`config.mk`:
```
export PLATFORM = sky130hd
export DESIGN_NAME = temp_lin_conv
export DESIGN_NICKNAME = d
export VERILOG_FILES = /design/src/rtl/tc_pkg.sv /design/src/rtl/tc_coef_sel.sv /design/src/rtl/tc_mult.sv /design/src/rtl/tc_finish.sv /design/src/rtl/temp_lin_conv.sv
export SDC_FILE = /design/constraint.sdc
export NUM_CORES = 1
export LEC_CHECK = 0
export BUFFER_PORTS_ARGS = -buffer_cell sky130_fd_sc_hd__buf_4
export CAP_MARGIN = 20
export CORE_MARGIN = 10
export CORE_UTILIZATION = 63
export DETAILED_ROUTE_END_ITERATION = 8
export GPL_TIMING_DRIVEN = 0
export PLACE_DENSITY_LB_ADDON = 0.3
export RECOVER_POWER = 100
export SYNTH_ARGS = -nofsm -noshare
export SYNTH_HDL_FRONTEND = slang
export SYNTH_HIERARCHICAL = 1
export SYNTH_SLANG_ARGS = --single-unit
```
`constraint.sdc`:
```
create_clock -name clk -period 34.2 [get_ports clk]
set_input_delay 6.84 -clock clk [delete_from_list [all_inputs] [get_ports clk]]
set_output_delay 6.84 -clock clk [all_outputs]
set_load 0.01 [all_outputs]
```
`src/rtl/tc_pkg.sv`:
```
package tc_pkg;

  typedef enum logic {
    MODE_LINEAR    = 1'b0,
    MODE_PIECEWISE = 1'b1
  } conv_mode_e;

  localparam int SCALE_DIV  = 10;

  // piecewise law constants
  localparam int PW_KNEE    = 'h500;
  localparam int PW_HI_K    = 1191;
  localparam int PW_HI_OFF  = 223000;
  localparam int PW_LO0_K   = 1452;
  localparam int PW_LO0_OFF = 259000;
  localparam int PW_LO1_K   = 1590;
  localparam int PW_LO1_OFF = 276000;

endpackage

```
`src/rtl/tc_coef_sel.sv`:
```
module tc_coef_sel
  import tc_pkg::*;
#(
  parameter int RAW_W = 12,
  parameter int ID_W  = 2,
  parameter int K_W   = 16,
  parameter int OUT_W = 32
) (
  input  logic                    clk,
  input  logic                    rst_n,
  input  logic                    in_valid,
  input  logic [RAW_W-1:0]        in_raw,
  input  logic [ID_W-1:0]         in_id,
  input  logic                    cfg_mode,
  input  logic signed [OUT_W-1:0] cfg_offset,
  input  logic [K_W-1:0]          cfg_scale,
  input  logic signed [OUT_W-1:0] cfg_dev,
  output logic                    s1_valid,
  output logic [RAW_W-1:0]        s1_raw,
  output logic [K_W-1:0]          s1_k,
  output logic signed [OUT_W-1:0] s1_off,
  output logic signed [OUT_W-1:0] s1_dev,
  output logic                    s1_nodata
);

  conv_mode_e              mode;
  logic [K_W-1:0]          k_d;
  logic signed [OUT_W-1:0] off_d;
  logic                    nodata_d;

  assign mode = conv_mode_e'(cfg_mode);

  // coefficient choice: knee first, then sensor index
  always_comb begin
    k_d      = cfg_scale;
    off_d    = cfg_offset;
    nodata_d = (in_raw == '0);
    if (mode == MODE_PIECEWISE) begin
      if (in_raw >= RAW_W'(PW_KNEE)) begin
        k_d   = K_W'(PW_HI_K);
        off_d = OUT_W'(PW_HI_OFF);
      end else if (in_id == '0) begin
        k_d   = K_W'(PW_LO0_K);
        off_d = OUT_W'(PW_LO0_OFF);
      end else begin
        k_d   = K_W'(PW_LO1_K);
        off_d = OUT_W'(PW_LO1_OFF);
      end
    end
  end

  always_ff @(posedge clk or negedge rst_n) begin
    if (!rst_n) begin
      s1_valid  <= 1'b0;
      s1_raw    <= '0;
      s1_k      <= '0;
      s1_off    <= '0;
      s1_dev    <= '0;
      s1_nodata <= 1'b0;
    end else begin
      s1_valid <= in_valid;
      if (in_valid) begin
        s1_raw    <= in_raw;
        s1_k      <= k_d;
        s1_off    <= off_d;
        s1_dev    <= cfg_dev;
        s1_nodata <= nodata_d;
      end
    end
  end

endmodule

```
`src/rtl/tc_mult.sv`:
```
module tc_mult #(
  parameter int RAW_W = 12,
  parameter int K_W   = 16,
  parameter int OUT_W = 32,
  localparam int PROD_W = RAW_W + K_W
) (
  input  logic                    clk,
  input  logic                    rst_n,
  input  logic                    s1_valid,
  input  logic [RAW_W-1:0]        s1_raw,
  input  logic [K_W-1:0]          s1_k,
  input  logic signed [OUT_W-1:0] s1_off,
  input  logic signed [OUT_W-1:0] s1_dev,
  input  logic                    s1_nodata,
  output logic                    s2_valid,
  output logic [PROD_W-1:0]       s2_prod,
  output logic signed [OUT_W-1:0] s2_off,
  output logic signed [OUT_W-1:0] s2_dev,
  output logic                    s2_nodata
);

  logic [PROD_W-1:0] prod_d;

  // full-width unsigned product, no truncation possible
  always_comb begin
    prod_d = PROD_W'(s1_raw) * PROD_W'(s1_k);
  end

  always_ff @(posedge clk or negedge rst_n) begin
    if (!rst_n) begin
      s2_valid  <= 1'b0;
      s2_prod   <= '0;
      s2_off    <= '0;
      s2_dev    <= '0;
      s2_nodata <= 1'b0;
    end else begin
      s2_valid <= s1_valid;
      if (s1_valid) begin
        s2_prod   <= prod_d;
        s2_off    <= s1_off;
        s2_dev    <= s1_dev;
        s2_nodata <= s1_nodata;
      end
    end
  end


  nodata_zero_prod_chk: assert property (@(posedge clk) disable iff (!rst_n)
    (s2_valid && s2_nodata) |-> (s2_prod == '0));

endmodule

```
`src/rtl/tc_finish.sv`:
```
module tc_finish
  import tc_pkg::*;
#(
  parameter int PROD_W = 28,
  parameter int OUT_W  = 32
) (
  input  logic                    clk,
  input  logic                    rst_n,
  input  logic                    s2_valid,
  input  logic [PROD_W-1:0]       s2_prod,
  input  logic signed [OUT_W-1:0] s2_off,
  input  logic signed [OUT_W-1:0] s2_dev,
  input  logic                    s2_nodata,
  output logic                    out_valid,
  output logic signed [OUT_W-1:0] out_temp,
  output logic                    out_no_data
);

  localparam int PAD_W = OUT_W - PROD_W;

  logic [PROD_W-1:0]       quo;
  logic signed [OUT_W-1:0] quo_s;
  logic signed [OUT_W-1:0] temp_d;

  // product is non-negative, so floor equals truncation toward zero
  always_comb begin
    quo    = s2_prod / PROD_W'(SCALE_DIV);
    quo_s  = signed'({{PAD_W{1'b0}}, quo});
    temp_d = s2_nodata ? '0 : (s2_off - quo_s + s2_dev);
  end

  always_ff @(posedge clk or negedge rst_n) begin
    if (!rst_n) begin
      out_valid   <= 1'b0;
      out_temp    <= '0;
      out_no_data <= 1'b0;
    end else begin
      out_valid   <= s2_valid;
      out_no_data <= s2_valid & s2_nodata;
      if (s2_valid) begin
        out_temp <= temp_d;
      end
    end
  end


  nodata_has_valid_chk: assert property (@(posedge clk) disable iff (!rst_n)
    out_no_data |-> out_valid);

endmodule

```
`src/rtl/temp_lin_conv.sv`:
```
module temp_lin_conv #(
  parameter int RAW_W = 12,
  parameter int ID_W  = 2,
  parameter int K_W   = 16,
  parameter int OUT_W = 32
) (
  input  logic                    clk,
  input  logic                    rst_n,
  input  logic                    in_valid,
  input  logic [RAW_W-1:0]        in_raw,
  input  logic [ID_W-1:0]         in_id,
  input  logic                    cfg_mode,
  input  logic signed [OUT_W-1:0] cfg_offset,
  input  logic [K_W-1:0]          cfg_scale,
  input  logic signed [OUT_W-1:0] cfg_dev,
  output logic                    out_valid,
  output logic signed [OUT_W-1:0] out_temp,
  output logic                    out_no_data
);

  localparam int PROD_W = RAW_W + K_W;
  localparam int LAT    = 3;

  logic                    s1_valid, s1_nodata;
  logic [RAW_W-1:0]        s1_raw;
  logic [K_W-1:0]          s1_k;
  logic signed [OUT_W-1:0] s1_off, s1_dev;
  logic                    s2_valid, s2_nodata;
  logic [PROD_W-1:0]       s2_prod;
  logic signed [OUT_W-1:0] s2_off, s2_dev;

  tc_coef_sel #(.RAW_W(RAW_W), .ID_W(ID_W), .K_W(K_W), .OUT_W(OUT_W)) u_sel (
    .clk(clk), .rst_n(rst_n),
    .in_valid(in_valid), .in_raw(in_raw), .in_id(in_id),
    .cfg_mode(cfg_mode), .cfg_offset(cfg_offset),
    .cfg_scale(cfg_scale), .cfg_dev(cfg_dev),
    .s1_valid(s1_valid), .s1_raw(s1_raw), .s1_k(s1_k),
    .s1_off(s1_off), .s1_dev(s1_dev), .s1_nodata(s1_nodata)
  );

  tc_mult #(.RAW_W(RAW_W), .K_W(K_W), .OUT_W(OUT_W)) u_mul (
    .clk(clk), .rst_n(rst_n),
    .s1_valid(s1_valid), .s1_raw(s1_raw), .s1_k(s1_k),
    .s1_off(s1_off), .s1_dev(s1_dev), .s1_nodata(s1_nodata),
    .s2_valid(s2_valid), .s2_prod(s2_prod),
    .s2_off(s2_off), .s2_dev(s2_dev), .s2_nodata(s2_nodata)
  );

  tc_finish #(.PROD_W(PROD_W), .OUT_W(OUT_W)) u_fin (
    .clk(clk), .rst_n(rst_n),
    .s2_valid(s2_valid), .s2_prod(s2_prod),
    .s2_off(s2_off), .s2_dev(s2_dev), .s2_nodata(s2_nodata),
    .out_valid(out_valid), .out_temp(out_temp), .out_no_data(out_no_data)
  );

  // cycles since reset, saturating, so $past never reaches before reset
  logic [1:0] age_q, age_d;
  always_comb begin
    age_d = (age_q == 2'(LAT)) ? age_q : age_q + 2'd1;
  end
  always_ff @(posedge clk or negedge rst_n) begin
    if (!rst_n) age_q <= '0;
    else        age_q <= age_d;
  end


  lat_fwd_chk: assert property (@(posedge clk) disable iff (!rst_n)
    (age_q == 2'(LAT) && $past(in_valid, 3)) |-> out_valid);


  lat_back_chk: assert property (@(posedge clk) disable iff (!rst_n)
    (age_q == 2'(LAT) && out_valid) |-> $past(in_valid, 3));


  early_quiet_chk: assert property (@(posedge clk) disable iff (!rst_n)
    (age_q != 2'(LAT)) |-> !out_valid);


  nodata_temp_chk: assert property (@(posedge clk) disable iff (!rst_n)
    (out_valid && out_no_data) |-> (out_temp == '0));

endmodule

```
Word level (Yosys, flattened, before mapping)
Cells that the tools add are included.
{"block": "op_classes", "mux": 7, "n_bitwise": 1, "reduce_logical": 2, "n_mul": 1, "add_sub_neg": 2, "n_lt_le_gt_ge": 1, "n_div": 1}
{"cell": "32-bit 2-to-1 mux", "n": 3}
{"cell": "32-bit adder", "n": 1}
{"cell": "16-bit 2-to-1 mux", "n": 2}
{"cell": "32-bit by 28-bit subtractor with 32-bit output", "n": 1}
{"cell": "28-bit by 4-bit divider with 28-bit output (second input constant)", "n": 1}
{"cell": "12-bit by 16-bit multiplier with 28-bit output", "n": 1}
{"cell": "19-bit 2-to-1 mux", "n": 1}
{"cell": "12-bit by 11-bit >= comparator with 1-bit output (second input constant)", "n": 1}
{"cell": "12-bit logical NOT", "n": 1}
{"cell": "10-bit 2-to-1 mux", "n": 1}
{"cell": "2-bit logical NOT", "n": 1}
{"cell": "1-bit bitwise AND", "n": 1}
{"block": "word_totals", "register_bits": 222, "input_bits": 98, "elab_cells": 29}

Longest topological paths before layout
{"block": "logic_depth", "ltp_word": 4, "mapped_depth": 77, "ltp_nobuf": 69}

Hierarchy
The synthesis kept the hierarchy.
{"mod": "tc_mult", "n_inst": 1, "cells_each": 984, "area_each_um2": 9790.6}
{"mod": "tc_finish", "n_inst": 1, "cells_each": 878, "area_each_um2": 6880.3}
{"mod": "tc_coef_sel", "n_inst": 1, "cells_each": 319, "area_each_um2": 3804.9}

Worst setup path after synthesis
No wires, ideal clock.
{"block": "synth_path", "kind": "register to register", "from": "reg u_mul.s2_prod[26]", "to": "reg u_fin.out_temp[30]", "t_arrival_ns": 13.089, "setup_slack_ns": 20.985, "period_less_slack_ns": 13.215, "stages_incl_launch_ff": 71, "setup_time_ns": 0.126, "required_ns": 34.074, "cell_sequence": "dfrtp_1 -> nor2b_1 -> buf_2 -> a22o_1 -> a211oi_4 -> nand2_4 -> inv_6 -> a211oi_1 -> o21a_1 -> o32a_1 -> or4b_4 -> a21oi_4 -> or2_1 -> buf_6 -> a211oi_2 -> or3_1 -> buf_2 -> a21oi_2 -> [35 not listed] -> o21bai_1 -> a21oi_1 -> o21bai_1 -> a21oi_1 -> o21bai_1 -> a21oi_1 -> o21bai_1 -> a21oi_1 -> o21bai_1 -> a21oi_1 -> o21bai_1 -> a21oi_1 -> o21bai_1 -> a21o_1 -> a21o_1 -> a21oi_1 -> xor2_1 -> o31ai_1"}
{"block": "synth_via", "elab_chain_len": 4}
{"item": "start: declaration", "line": "tc_mult.sv:16", "rtl": "output logic [PROD_W-1:0] s2_prod,"}
{"item": "start signal: assignment", "line": "tc_mult.sv:39", "rtl": "s2_prod <= prod_d;"}
{"item": "28-bit by 4-bit divider with 28-bit output", "line": "tc_finish.sv:27", "rtl": "quo = s2_prod / PROD_W'(SCALE_DIV);"}
{"item": "32-bit by 28-bit subtractor with 32-bit output", "line": "tc_finish.sv:29", "rtl": "temp_d = s2_nodata ? '0 : (s2_off - quo_s + s2_dev);"}
{"item": "32-bit adder", "line": "tc_finish.sv:29"}
{"item": "32-bit 2-to-1 mux", "line": "tc_finish.sv:29"}
{"item": "end signal: assignment", "line": "tc_finish.sv:41", "rtl": "out_temp <= temp_d;"}
{"item": "end: declaration", "line": "tc_finish.sv:15", "rtl": "output logic signed [OUT_W-1:0] out_temp,"}
No other way between the ends.
A chain may end at the register's enable or synchronous reset.

Final worst setup path
{"block": "layout_path", "from": "reg u_mul.s2_prod[22]", "to": "reg u_fin.out_temp[30]"}
Same word-level chain as after synthesis.

==> results.cfg <==
[detailed_routing]
vias_per_cell = 6.20
postRouteAntennaNets = 0
drc_errors = 0
wl_per_cell_um = 20.7
dr.first_iter.drc_count = 1650
wl_um = 57500
dr.pass1.iters = 6
vias = 17300

[grt]
grt_overflow = 0
antenna_found_initial = 1
grt_pass1_vias = 17700
grt_pass1_wl_um = 93500
grt_max_degree = 119
grt_use_total_pct = 28.2

[job]
drv_cap = 3

[placement]
dp_hpwl_um = 44500
dp.cells = 2744
gp_congestion = 1.01
io_buffers = 131
dpl_cell_area_sq_mm = 0.0220

[synthesis]
synthesis.instances = 2177
yosys_warnings = 6
avgSynthCellArea_sq_um = 9.39
synth_nets = 2544
syn_area_sq_mm = 0.0204

[sta]
tns_ps = 0
fin_crit_ps = 17870
hold_viol = 0
setup_viol = 0
tightest_slew_ps = 6120
finalClockSkew_ps = 11.0
rsz0062_at_grt = false
maxSlewHeadroom_pct = -308
fmax_ghz = 0.0560
period_share_pct = 52.3
maxSlewViolCount = 233

[layout]
insertedDiodeCount = 0
fin_area_sq_mm = 0.0226
layout.nets = 2702
drive_gt1_share_pct = 14.3
fin_cells = 2785
regArea_sq_mm = 0.00553
multi_input_area_sq_mm = 0.0131
area.growth.synth_to_final_pct = 10.4
nFillCells = 2383

[cts]
cts_resized = 0
cts_setup_buffers = 0
clk_pin_slew_ps = 60
clk_latency_ps = 540
cts_buffers = 24
clock_sink_count = 221
cts_root_buf = clkbuf_16
clock_path_buffers = 3
postCtsHoldBufs = 0
htreeDepth = 1
cts_tree = built

[critical_path]
crit_fanout = 10
crit_slowest_cell = o41ai_1
max_stage_delay_ps = 1390
cp.arrival_ps = 18290
critical_path_class = register to register
end_kind = register
cp-start-kind = register
cpMostUsedCell = a21oi_1
required_ps = 34620

[die]
rows = 65
die_w_um = 200
fp.dieArea_sq_mm = 0.0400
die-height_um = 200
io_pins = 132
core_area_sq_mm = 0.0318
start_util_pct = 64.3

[run_status]
status = complete, but fails checks
failed_checks = capacitance limit, slew limit

[hold_path]
hold_class = register to register
path summary, 6_finish.rpt:
kind                                               startpoint  slack, ps  cells past startpoint                        endpoint
worst max-delay path            u_mul/s2_prod[22]$_DFFE_PN0P_      16330                     66  u_fin/out_temp[30]$_DFFE_PN0P_
max in group asynchronous                               rst_n      18490                      2   u_fin/out_temp[8]$_DFFE_PN0P_
worst min-delay path                 u_sel/s1_valid$_DFF_PN0_        390                      0        u_mul/s2_valid$_DFF_PN0_
worst min register to register       u_sel/s1_valid$_DFF_PN0_        390                      0        u_mul/s2_valid$_DFF_PN0_
worst max register to register  u_mul/s2_prod[22]$_DFFE_PN0P_      16330                     66  u_fin/out_temp[30]$_DFFE_PN0P_
min in group asynchronous                               rst_n       8560                      1      u_sel/s1_k[14]$_DFFE_PN0P_
flip-flops by register name, indices dropped and copies added, names as in the netlist:
register and cells:
u_fin/out_no_data 1, u_fin/out_temp 32, u_fin/out_valid 1, u_mul/s2_dev 32, u_mul/s2_nodata 1, u_mul/s2_off 32, u_mul/s2_prod 27, u_mul/s2_valid 1
u_sel/s1_dev 32, u_sel/s1_k 16, u_sel/s1_nodata 1, u_sel/s1_off 32, u_sel/s1_raw 12, u_sel/s1_valid 1
cells in the final DEF (no fill, tap or decap), drive strengths merged, types with 34 or more instances in the layout:
cell      n
fa      165
nor3     34
xnor2    51
buf     124
o21ai   101
nor2     85
dfrtp   221
nand3    36
ha      104
mux2    128
clkbuf  171
a21oi    89
and2     76
nand2   205
inv     304
per-layer routing:
metal  vias up  GRT usage, %  wire length, um
li1       7739             -                -
met1      8588          38.2            24100
met2       815          46.3            27100
met3       137          4.37             4760
met4         0          7.44             1580
met5         -             0                0
worst max-delay path, delay by kind of cell (launching register included):
family	cells	cell delay (ps)
and+or+nand+nor	11	2260
AOI/OAI and AO/OA	46	12660
xor gates and xnor gates	2	310
DFF	1	460
buffers and inverters	4	1150
adders and majority gates	3	870
stage by stage:
step	hold slack (ps)	worst slack (ps)	util, %
after floorplan	352	20990	-
after global routing	396	15000	71.0
after detailed placement	374	18690	69.2
after CTS	389	18470	71.7
final	387	16330	71.0
after global placement	360	19110	69.1
cell type report:
type	instances	area share (%)
Sequential cell	221	24.5
Inverter	307	5.13
Clock inverter	8	0.549
Tap cell	435	2.41
Timing Repair Buffer	132	3.78
Multi-Input combinational cell	1519	58.0
Buffer	130	2.61
Clock buffer	33	3.03
Power is not shown: default switching activity piles up to over one toggle a cycle in this logic, so the estimate is an artifact.
